### src/rtl/pinbank_pkg.sv
// Package: register selection shared by the pin bank controller.
// Assumes byte addressing with 32-bit registers on word boundaries.
package pinbank_pkg;

    localparam logic [7:0] OFF_DIR = 8'h00;
    localparam logic [7:0] OFF_ODS = 8'h04;
    localparam logic [7:0] OFF_DAT = 8'h08;
    localparam logic [7:0] OFF_EVT = 8'h0C;
    localparam logic [7:0] OFF_MSK = 8'h10;
    localparam logic [7:0] OFF_MOD = 8'h14;
    localparam logic [7:0] OFF_IBE = 8'h18;

    typedef enum logic [2:0] {
        SEL_DIR, SEL_ODS, SEL_DAT, SEL_EVT,
        SEL_MSK, SEL_MOD, SEL_IBE, SEL_NONE
    } sel_e;

    // Map a byte offset to the register it names; anything else is SEL_NONE.
    function automatic sel_e decode(input logic [7:0] a);
        case (a)
            OFF_DIR: return SEL_DIR;
            OFF_ODS: return SEL_ODS;
            OFF_DAT: return SEL_DAT;
            OFF_EVT: return SEL_EVT;
            OFF_MSK: return SEL_MSK;
            OFF_MOD: return SEL_MOD;
            OFF_IBE: return SEL_IBE;
            default: return SEL_NONE;
        endcase
    endfunction

endpackage

### src/rtl/pinbank_sync.sv
// Multi-stage synchronizer for a vector of asynchronous pad levels.
// Assumes each bit is independent; no bus coherence is implied.
module pinbank_sync #(
    parameter int W      = 32,
    parameter int STAGES = 2
) (
    input  logic         clk,
    input  logic         rst_n,
    input  logic [W-1:0] din,
    output logic [W-1:0] dout
);

    logic [W-1:0] stg [STAGES];

    // First stage captures the raw pad levels.
    always_ff @(posedge clk) begin
        if (!rst_n) stg[0] <= '0;
        else        stg[0] <= din;
    end

    for (genvar s = 1; s < STAGES; s++) begin : g_stage
        // Each further stage retimes the previous one.
        always_ff @(posedge clk) begin
            if (!rst_n) stg[s] <= '0;
            else        stg[s] <= stg[s-1];
        end
    end

    assign dout = stg[STAGES-1];

endmodule

### src/rtl/pinbank_evt.sv
// Edge detector and sticky event register, one bit per pin.
// Assumes 'cur' is already synchronized. Compares against last cycle's
// raw level so that toggling the buffer enable produces no edge.
// A detected edge wins over a write-one-to-clear in the same cycle.
module pinbank_evt #(
    parameter int W = 32
) (
    input  logic         clk,
    input  logic         rst_n,
    input  logic [W-1:0] cur,
    input  logic [W-1:0] ibe,
    input  logic [W-1:0] fall_only,
    input  logic [W-1:0] clr,
    output logic [W-1:0] hit,
    output logic [W-1:0] evt
);

    logic [W-1:0] prev;

    // Remember the previous synchronized level for comparison.
    always_ff @(posedge clk) begin
        if (!rst_n) prev <= '0;
        else        prev <= cur;
    end

    // Qualified edge: level changed, buffer on, and not a rise on a fall-only pin.
    always_comb begin
        hit = ibe & (cur ^ prev) & ~(fall_only & cur);
    end

    // Sticky events: cleared by written ones, set by edges with priority.
    always_ff @(posedge clk) begin
        if (!rst_n) evt <= '0;
        else        evt <= (evt & ~clr) | hit;
    end

endmodule

### src/rtl/pinbank_regs.sv
// Control register file and read multiplexer for the pin bank.
// Assumes register bit order (bit W-1-n belongs to pin n); pad-order
// reversal is done by the caller. Read data is combinational.
module pinbank_regs #(
    parameter int W  = 32,
    parameter int AW = 5
) (
    input  logic          clk,
    input  logic          rst_n,
    input  logic          we,
    input  logic [AW-1:0] addr,
    input  logic [W-1:0]  wdata,
    input  logic [W-1:0]  evt,
    input  logic [W-1:0]  smp,
    output logic [W-1:0]  dir,
    output logic [W-1:0]  ods,
    output logic [W-1:0]  dat,
    output logic [W-1:0]  msk,
    output logic [W-1:0]  fmode,
    output logic [W-1:0]  ibe,
    output logic [W-1:0]  clr,
    output logic [W-1:0]  rdata
);
    import pinbank_pkg::*;

    sel_e sel;

    // Decode the offset once for both write and read paths.
    always_comb begin
        sel = decode(8'(addr));
    end

    // Write the addressed control register; undefined offsets fall through.
    always_ff @(posedge clk) begin
        if (!rst_n) begin
            dir   <= '0;
            ods   <= '0;
            dat   <= '0;
            msk   <= '0;
            fmode <= '0;
            ibe   <= '0;
        end else if (we) begin
            case (sel)
                SEL_DIR: dir   <= wdata;
                SEL_ODS: ods   <= wdata;
                SEL_DAT: dat   <= wdata;
                SEL_MSK: msk   <= wdata;
                SEL_MOD: fmode <= wdata;
                SEL_IBE: ibe   <= wdata;
                default: ;
            endcase
        end
    end

    // Write-one-to-clear vector handed to the event register.
    always_comb begin
        clr = (we && sel == SEL_EVT) ? wdata : '0;
    end

    // Read multiplexer; data merges output latches with sampled inputs.
    always_comb begin
        case (sel)
            SEL_DIR: rdata = dir;
            SEL_ODS: rdata = ods;
            SEL_DAT: rdata = (dir & dat) | (~dir & smp);
            SEL_EVT: rdata = evt;
            SEL_MSK: rdata = msk;
            SEL_MOD: rdata = fmode;
            SEL_IBE: rdata = ibe;
            default: rdata = '0;
        endcase
    end

endmodule

### src/rtl/pinbank_ctrl.sv
// Top of the pin bank controller: registers, synchronizer, edge events,
// pad drive and interrupt summary. Pad vectors are indexed by pin number;
// registers are stored with pin n at bit NPINS-1-n.
module pinbank_ctrl #(
    parameter int NPINS  = 32,
    parameter int AW     = 5,
    parameter int STAGES = 2
) (
    input  logic             clk,
    input  logic             rst_n,
    input  logic             bus_we,
    input  logic [AW-1:0]    bus_addr,
    input  logic [NPINS-1:0] bus_wdata,
    output logic [NPINS-1:0] bus_rdata,
    input  logic [NPINS-1:0] pad_in,
    output logic [NPINS-1:0] pad_oe,
    output logic [NPINS-1:0] pad_out,
    output logic             irq
);

    localparam int TOP = NPINS - 1;

    logic [NPINS-1:0] in_bits, raw, smp;
    logic [NPINS-1:0] dir_q, ods_q, dat_q, msk_q, mode_q, ibe_q, clr_v;
    logic [NPINS-1:0] evt_q, hit_v, oe_bits, out_bits;

    // Reverse pad order into register order and back.
    for (genvar n = 0; n < NPINS; n++) begin : g_pin
        assign in_bits[TOP-n] = pad_in[n];
        assign pad_oe[n]      = oe_bits[TOP-n];
        assign pad_out[n]     = out_bits[TOP-n];
    end

    pinbank_sync #(.W(NPINS), .STAGES(STAGES)) u_sync (
        .clk (clk), .rst_n (rst_n), .din (in_bits), .dout (raw)
    );

    pinbank_evt #(.W(NPINS)) u_evt (
        .clk (clk), .rst_n (rst_n), .cur (raw), .ibe (ibe_q),
        .fall_only (mode_q), .clr (clr_v), .hit (hit_v), .evt (evt_q)
    );

    pinbank_regs #(.W(NPINS), .AW(AW)) u_regs (
        .clk (clk), .rst_n (rst_n), .we (bus_we), .addr (bus_addr),
        .wdata (bus_wdata), .evt (evt_q), .smp (smp),
        .dir (dir_q), .ods (ods_q), .dat (dat_q), .msk (msk_q),
        .fmode (mode_q), .ibe (ibe_q), .clr (clr_v), .rdata (bus_rdata)
    );

    // Pad drive: push-pull follows data; open-drain drives only lows.
    always_comb begin
        smp      = raw & ibe_q;
        oe_bits  = dir_q & ~(ods_q & dat_q);
        out_bits = dir_q & ~ods_q & dat_q;
    end

    // Interrupt summary of unmasked pending events.
    always_comb begin
        irq = |(evt_q & msk_q);
    end

endmodule

### config.mk
export PLATFORM = sky130hd
export DESIGN_NAME = pinbank_ctrl
export DESIGN_NICKNAME = d
export VERILOG_FILES = /design/src/rtl/pinbank_pkg.sv /design/src/rtl/pinbank_sync.sv /design/src/rtl/pinbank_evt.sv /design/src/rtl/pinbank_regs.sv /design/src/rtl/pinbank_ctrl.sv
export SDC_FILE = /design/constraint.sdc
export NUM_CORES = 1
export LEC_CHECK = 0
export ABC_AREA = 1
export BUFFER_PORTS_ARGS = -buffer_cell sky130_fd_sc_hd__buf_2
export CORE_UTILIZATION = 52
export CTS_BUF_LIST = sky130_fd_sc_hd__clkbuf_16
export DETAILED_ROUTE_END_ITERATION = 8
export PLACE_DENSITY = 0.8
export SYNTH_ARGS = -nofsm -noshare
export SYNTH_HDL_FRONTEND = slang
export SYNTH_SLANG_ARGS = --single-unit
### constraint.sdc
create_clock -name clk -period 1.7 [get_ports clk]
set_input_delay 0.17 -clock clk [delete_from_list [all_inputs] [get_ports clk]]
set_output_delay 0.17 -clock clk [all_outputs]
set_load 0.02 [all_outputs]
; ---- After elaboration in Yosys (flattened, before gate mapping)
; Memories as Yosys holds them, arrays and structs flattened.
; Cells that the tools add are included.
[word_totals]
ram_bits = 64
elab_cells = 60
mem_count = 1
regBits = 256
[op_classes]
bitwise_logic = 22
eq_ne = 12
muxes = 7
reduce_logical = 10
[mem_list]
columns = name, words, word_bits, read_ports, rd_clocked_by_memory_dff, write_ports, line
row1 = u_sync.stg, 2, 32, 2, 0, 2, pinbank_sync.sv:13  ; logic [W-1:0] stg [STAGES];
[ops]
columns = operator, n
row1 = 32-bit bitwise AND, 12
row2 = 32-bit case mux with 7 select lines, 1
row3 = 32-bit NOT, 5
row4 = 32-bit 2-to-1 mux, 3
row5 = 32-bit OR, 2
row6 = 32-bit OR reduction, 1
row7 = 32-bit XOR, 1
row8 = 3-bit case mux with 7 select lines, 1
row9 = "5-bit equality test, second input constant", 3
row10 = 2-bit AND reduction, 6
row11 = "5-bit by 4-bit equality test with 1-bit output, second input constant", 2
row12 = "3-bit equality test, second input constant", 3
row13 = "3-bit by 2-bit equality test with 1-bit output, second input constant", 2
row14 = "5-bit by 3-bit equality test with 1-bit output, second input constant", 1
row15 = 5-bit zero test, 1
row16 = "3-bit by 1-bit equality test with 1-bit output, second input constant", 1
row17 = 3-bit zero test, 1
row18 = 1-bit 2-to-1 mux, 2
row19 = 1-bit OR, 2
row20 = 1-bit logical AND, 1

; ---- Depth between registers and ports, before layout
[depth]
word_depth = 8
ltp_mapped = 9

; ---- Cells and area by module
; Synthesis repeated with hierarchy kept, for this count alone.
[hier_totals]
cells_unflattened = 2786
area_unflattened_um2 = 16654.7
[by_module_without_submodules]
columns = mod, cells_per_inst, instances, area_each_um2
row1 = pinbank_regs, 1876, 1, 10750.3
row2 = pinbank_evt, 488, 1, 3105.5
row3 = pinbank_sync, 199, 1, 1840.5
row4 = pinbank_ctrl, 223, 1, 958.4

; ---- Least setup slack after synthesis
; No wires, ideal clock.
[synth_timing]
path_kind = input to output
start = input port bus_addr[1]
end = output port bus_rdata[10]
t_required_ns = 1.530
arrival_time_ns = 1.154
path_slack_ns = 0.376
path_stages = 9
path_cell_list = nor2_4 > nand2_2 > nor2_1 > buf_4 > buf_2 > nand2_1 > nand2_1 > nor2_1 > nand2_1
[synth_via]
elab_chain_len = 4
[synth_rtl]
columns = item, line
row1 = from (decl), pinbank_ctrl.sv:12  ; input logic [AW-1:0] bus_addr,
row2 = 5-bit equality test (tied with other cells), pinbank_pkg.sv:20  ; case (a)
row3 = 3-bit case mux with 7 select lines (*), pinbank_pkg.sv:20
row4 = 3-bit equality test (tied with other cells), pinbank_regs.sv:62  ; case (sel)
row5 = 32-bit case mux with 7 select lines (*), pinbank_regs.sv:62
row6 = to (decl), pinbank_ctrl.sv:14  ; output logic [NPINS-1:0] bus_rdata,
; Mark *: on every way between the ends. The rest lies on a longest branch, timed or not.

; ---- Worst setup path in the final report
[layout_timing]
start = register u_evt.evt[27]
end = output port irq
[layout_via]
elab_chain_len = 2
[layout_rtl]
columns = item, line
row1 = from (decl), pinbank_evt.sv:15  ; output logic [W-1:0] evt
row2 = from (signal assigned), pinbank_evt.sv:34  ; else evt <= (evt & ~clr) | hit;
row3 = 32-bit bitwise AND, pinbank_ctrl.sv:59  ; irq = |(evt_q & msk_q);
row4 = 32-bit OR reduction, pinbank_ctrl.sv:59
row5 = to (decl), pinbank_ctrl.sv:18  ; output logic irq
; Every way passes these cells.

==> qor.txt <==
====================================================================================
Worst R2R Setup Slack .................................................      0.72 ns
Total standard cell area after synthesis ..............................    13780 um2
Library cell used as clock root buffer ................................    clkbuf_16
Predominant post-synthesis flop cell ..................................      dfxtp_1
Area growth, synth to finish ..........................................       27.90%
Wire length of the first global-routing pass ..........................     63.02 mm
Number of antenna violations at the first check in global routing .....            3
RSZ-0062 raised after global routing ..................................          yes
Syn Area/Cell .........................................................    6.717 um2
Critical path, cell by cell ........................................... nand2_1, nand2_1, a21oi_1, nand3b_1, nor2_4, nand2_2, buf_6
CTS H-tree lvls .......................................................            2
Critical path arrival .................................................      1.68 ns
Minimum period implied by the final worst setup slack .................     1.847 ns
Biggest area consumer among synthesized cells .........................      dfxtp_1
LEAKAGE ...............................................................     8.645 nW
Final cycle utilization of the critical path ..........................        1.086
Number of buffers created by CTS ......................................           35
Number of flops mapped to enable cells by yosys .......................            0
Part of the Yosys area used for sequential elements ...................       0.4648
Share of the synthesized netlist area taken by xor and xnor gates .....      0.01970
Violations in the final reports ....................................... setup timing
Max-slew violations ...................................................            0
Wire length per cell after detailed routing ...........................     17.04 um
Final critical-path setup slack .......................................   -0.1466 ns
Worst min-delay path category ......................................... input pin to flop
Tot GR Track Use ......................................................       0.2886
GRT Residual Overflow .................................................            0
Number of different library cells in the post-synthesis netlist .......           23
Worst hold slack ......................................................  0.002330 ns
Via count .............................................................        14600
Number of global-route vias before repair .............................        12770
Top cell type's share of synthesized area .............................       0.4648
CP Max Fanout .........................................................            3
Share of flip-flops with an asynchronous set or reset after synthesis .            0
Clock latency at the later pin of the worst-skew pair .................      0.51 ns
Area share of and/or/nand/nor cells after synthesis ...................       0.3343
DP Wirelength .........................................................     25.12 mm
Hold Vio Cnt, Final ...................................................            0
Net count reported at finish ..........................................         2342
Count of cells along the worst register-to-register path ..............            3
Result of the run ..................................................... finished with violations
Largest net degree at the start of global routing .....................           99
Library cell with the highest instance count after synthesis ..........      nand2_1
Clock Pin Slew Worst Setup and Hold Paths .............................      0.06 ns
Core area .............................................................    26060 um2
DRC violation total after the first TritonRoute iteration .............         1717
Critical path's slowest cell ..........................................      dfxtp_1
Adder and majority gate portion of the synthesized area ...............            0
TritonCTS clock tree ..................................................          yes
Routed via count divided by cell count ................................        5.556
Worst slack at placement ..............................................   0.05535 ns
Gate Count Post-Synth .................................................         2052
Required @ worst endpoint .............................................      1.53 ns
Floorplan die area ....................................................    27160 um2
Worst hold path endpoint .............................................. u_regs.dir[8]$_SDFFE_PN0P_
Number of nets with antenna violations after routing ..................            0
Main combinational cell family by area after synthesis ................ simple AND/OR/NAND/NOR gates
Finish-stage setup viols ..............................................           11
Floorplan row count ...................................................           59
Top-level I/O count ...................................................          169
Starting utilization of the core area .................................       0.5289
Fraction of layout instances using a drive strength above 1 ...........       0.1716
Cell occurring most often along the worst timing path .................      nand2_1
Combined flip-flop and latch cell area ................................     6425 um2
Net count after synthesis .............................................         2124
Slew at the pin closest to its max-slew limit .........................    0.8965 ns
Start point of the worst hold path .................................... bus_wdata[8]
Final weighted congestion in routability-driven placement .............       0.8788
Launch point of the worst reg-to-reg path ............................. u_sync.stg[1][14]$_SDFF_PN0_
Area occupied by multi-input gates ....................................     6616 um2
Pre-antenna DRT Iters .................................................            6
Top cells by area, synth .............................................. dfxtp_1, nand2_1, nor2_1, a21oi_1, nand3_1
Synth Area in Compound Gates ..........................................       0.1064
Width of the die ......................................................     164.8 um
Port-buffer cells .....................................................          168
Total of flip-flops plus latches after synthesis ......................          320
Worst slew margin relative to its limit ...............................       0.4014
Max-cap violation count ...............................................            0
Count of fill cells added during filler insertion .....................         2062
Highest clock frequency the design can meet ...........................   0.5415 GHz
Warning count from the yosys run ......................................            0
Destination of the worst register-to-register timing path ............. u_evt.evt[14]$_SDFF_PN0_
Nature of the critical path endpoint ..................................   output pin
Chip height ...........................................................     164.8 um
Crit Path Category .................................................... flop to output pin
Clock tree buffer depth ...............................................            3
WHS Path Cells ........................................................            3
Clock tree sinks ......................................................          320
Slowest stage delay, CP ...............................................      0.33 ns
DR DRC count ..........................................................            0
Crit start category ...................................................         flop
Worst voltage drop across the vdd grid ................................     1.039 mV
Total wire length after detailed routing ..............................     44.79 mm
Portion of netlist area occupied by mux cells .........................            0
Pwr per Cell Area ..................................................... 887.6 nW/um2
Worst Clk Skew ........................................................   0.01222 ns
Most instantiated cells after synthesis ............................... nand2_1, nor2_1, dfxtp_1
====================================================================================
==> area by class of cell <==
cell class                 count  share of cell area
sequential                   320              0.3644
timing repair buffer         288              0.1470
multi-input combinational   1482              0.3753
tap                          335             0.02378
antenna                        3           0.0004258
clock buffer                  35             0.04968
inverter                     143             0.03094
clock inverter                22            0.008446
==> per-layer routing <==
metal	track usage	routed length (um)	up-vias
met2	0.4792	20780	833
met4	0.1168	1809	0
met3	0.03918	4527	147
li1	-	-	6875
met1	0.3770	17660	6745
met5	0	0	-
==> placed cells by master (no fill, tap or decap) <==
cell	instances
nand4_1	2
clkbuf_16	51
nand2_1	576
buf_4	38
inv_6	1
dfxtp_1	305
clkinv_1	5
nand2_2	38
o21ai_0	82
bufinv_16	2
a21oi_1	156
nand3b_1	1
nand3_1	160
nand2_4	6
nor2_4	10
nor3_2	1
dfxtp_2	15
or2_4	1
a21oi_2	8
buf_12	18
diode_2	3
inv_2	9
clkinv_2	8
nand3_2	3
nand3_4	2
o21ai_1	47
buf_2	135
buf_6	35
nor2_2	8
nor2_1	350
inv_1	139
inv_8	1
xor2_1	31
buf_8	3
dlygate4sd3_1	43
==> state kept, by name, indices dropped and copies added, names as in the netlist <==
register / flops
u_evt.evt: 32
u_evt.prev: 32
u_regs.dat: 32
u_regs.dir: 32
u_regs.fmode: 32
u_regs.ibe: 32
u_regs.msk: 32
u_regs.ods: 32
u_sync.stg: 64
==> logic make-up (layout without fill, tap and decap cells) <==
group                     after synthesis  after routing
and+or+nand+nor                      1158           1158
DFF                                   320            320
AOI/OAI and AO/OA                     293            293
buffers and inverters                 250            488
xor gates and xnor gates               31             31
other                                   0              3
==> critical path, delay by kind of cell (launching register included) <==
family | cells | cell delay, ns
AND/OR/NAND/NOR | 5 | 0.52
flip-flops | 1 | 0.33
buffers and inverters | 1 | 0.14
AO/OA/AOI/OAI | 1 | 0.19
==> metrics by stage <==
step / utilization / cells / cell area [um2] / TNS (ns) / power (W)
floorplan: - / 2052 / 13780 / 0 / 0.008243
finish: 0.6765 / 2628 / 17630 / -0.4197 / 0.01565
CTS: 0.6364 / 2589 / 16580 / -0.09566 / 0.01555
detailed placement: 0.5794 / 2489 / 15100 / 0 / 0.008597
global placement: 0.5794 / 2489 / 15100 / 0 / 0.008579
global route: 0.6765 / 2628 / 17630 / -1.560 / 0.01603
==> worst max path at each step <==
| stage | start | end | slack [ns] | cells after the start |
|---|---|---|---|---|
| 2_1_floorplan | bus_addr[1] | bus_rdata[10] | 0.38 | 9 |
| 3_3_place_gp | bus_addr[1] | bus_rdata[7] | 0.08 | 10 |
| 3_5_place_dp | bus_we | u_regs.ods[3]$_SDFFE_PN0P_ | 0.06 | 6 |
| 4_1_cts | u_evt.evt[5]$_SDFF_PN0_ | irq | -0.1 | 6 |
| 5_1_grt | u_evt.evt[16]$_SDFF_PN0_ | irq | -0.19 | 7 |
| 6_report | u_evt.evt[27]$_SDFF_PN0_ | irq | -0.15 | 7 |
==> what timing repair did <==
action,4_1_cts,5_1_grt
pin swaps,2,62
endpoints found under the hold margin,58,0
setup endpoints to repair,2,32
hold buffers,43,0
setup buffers,0,19
cloned,0,17
resized for setup,10,156
==> power breakdown <==
group          internal [W]  switching [W]
combinational      0.000334       0.000546
clock               0.00402        0.00299
sequential          0.00765       0.000108
Note: power is estimated with default switching activity, not from simulation.
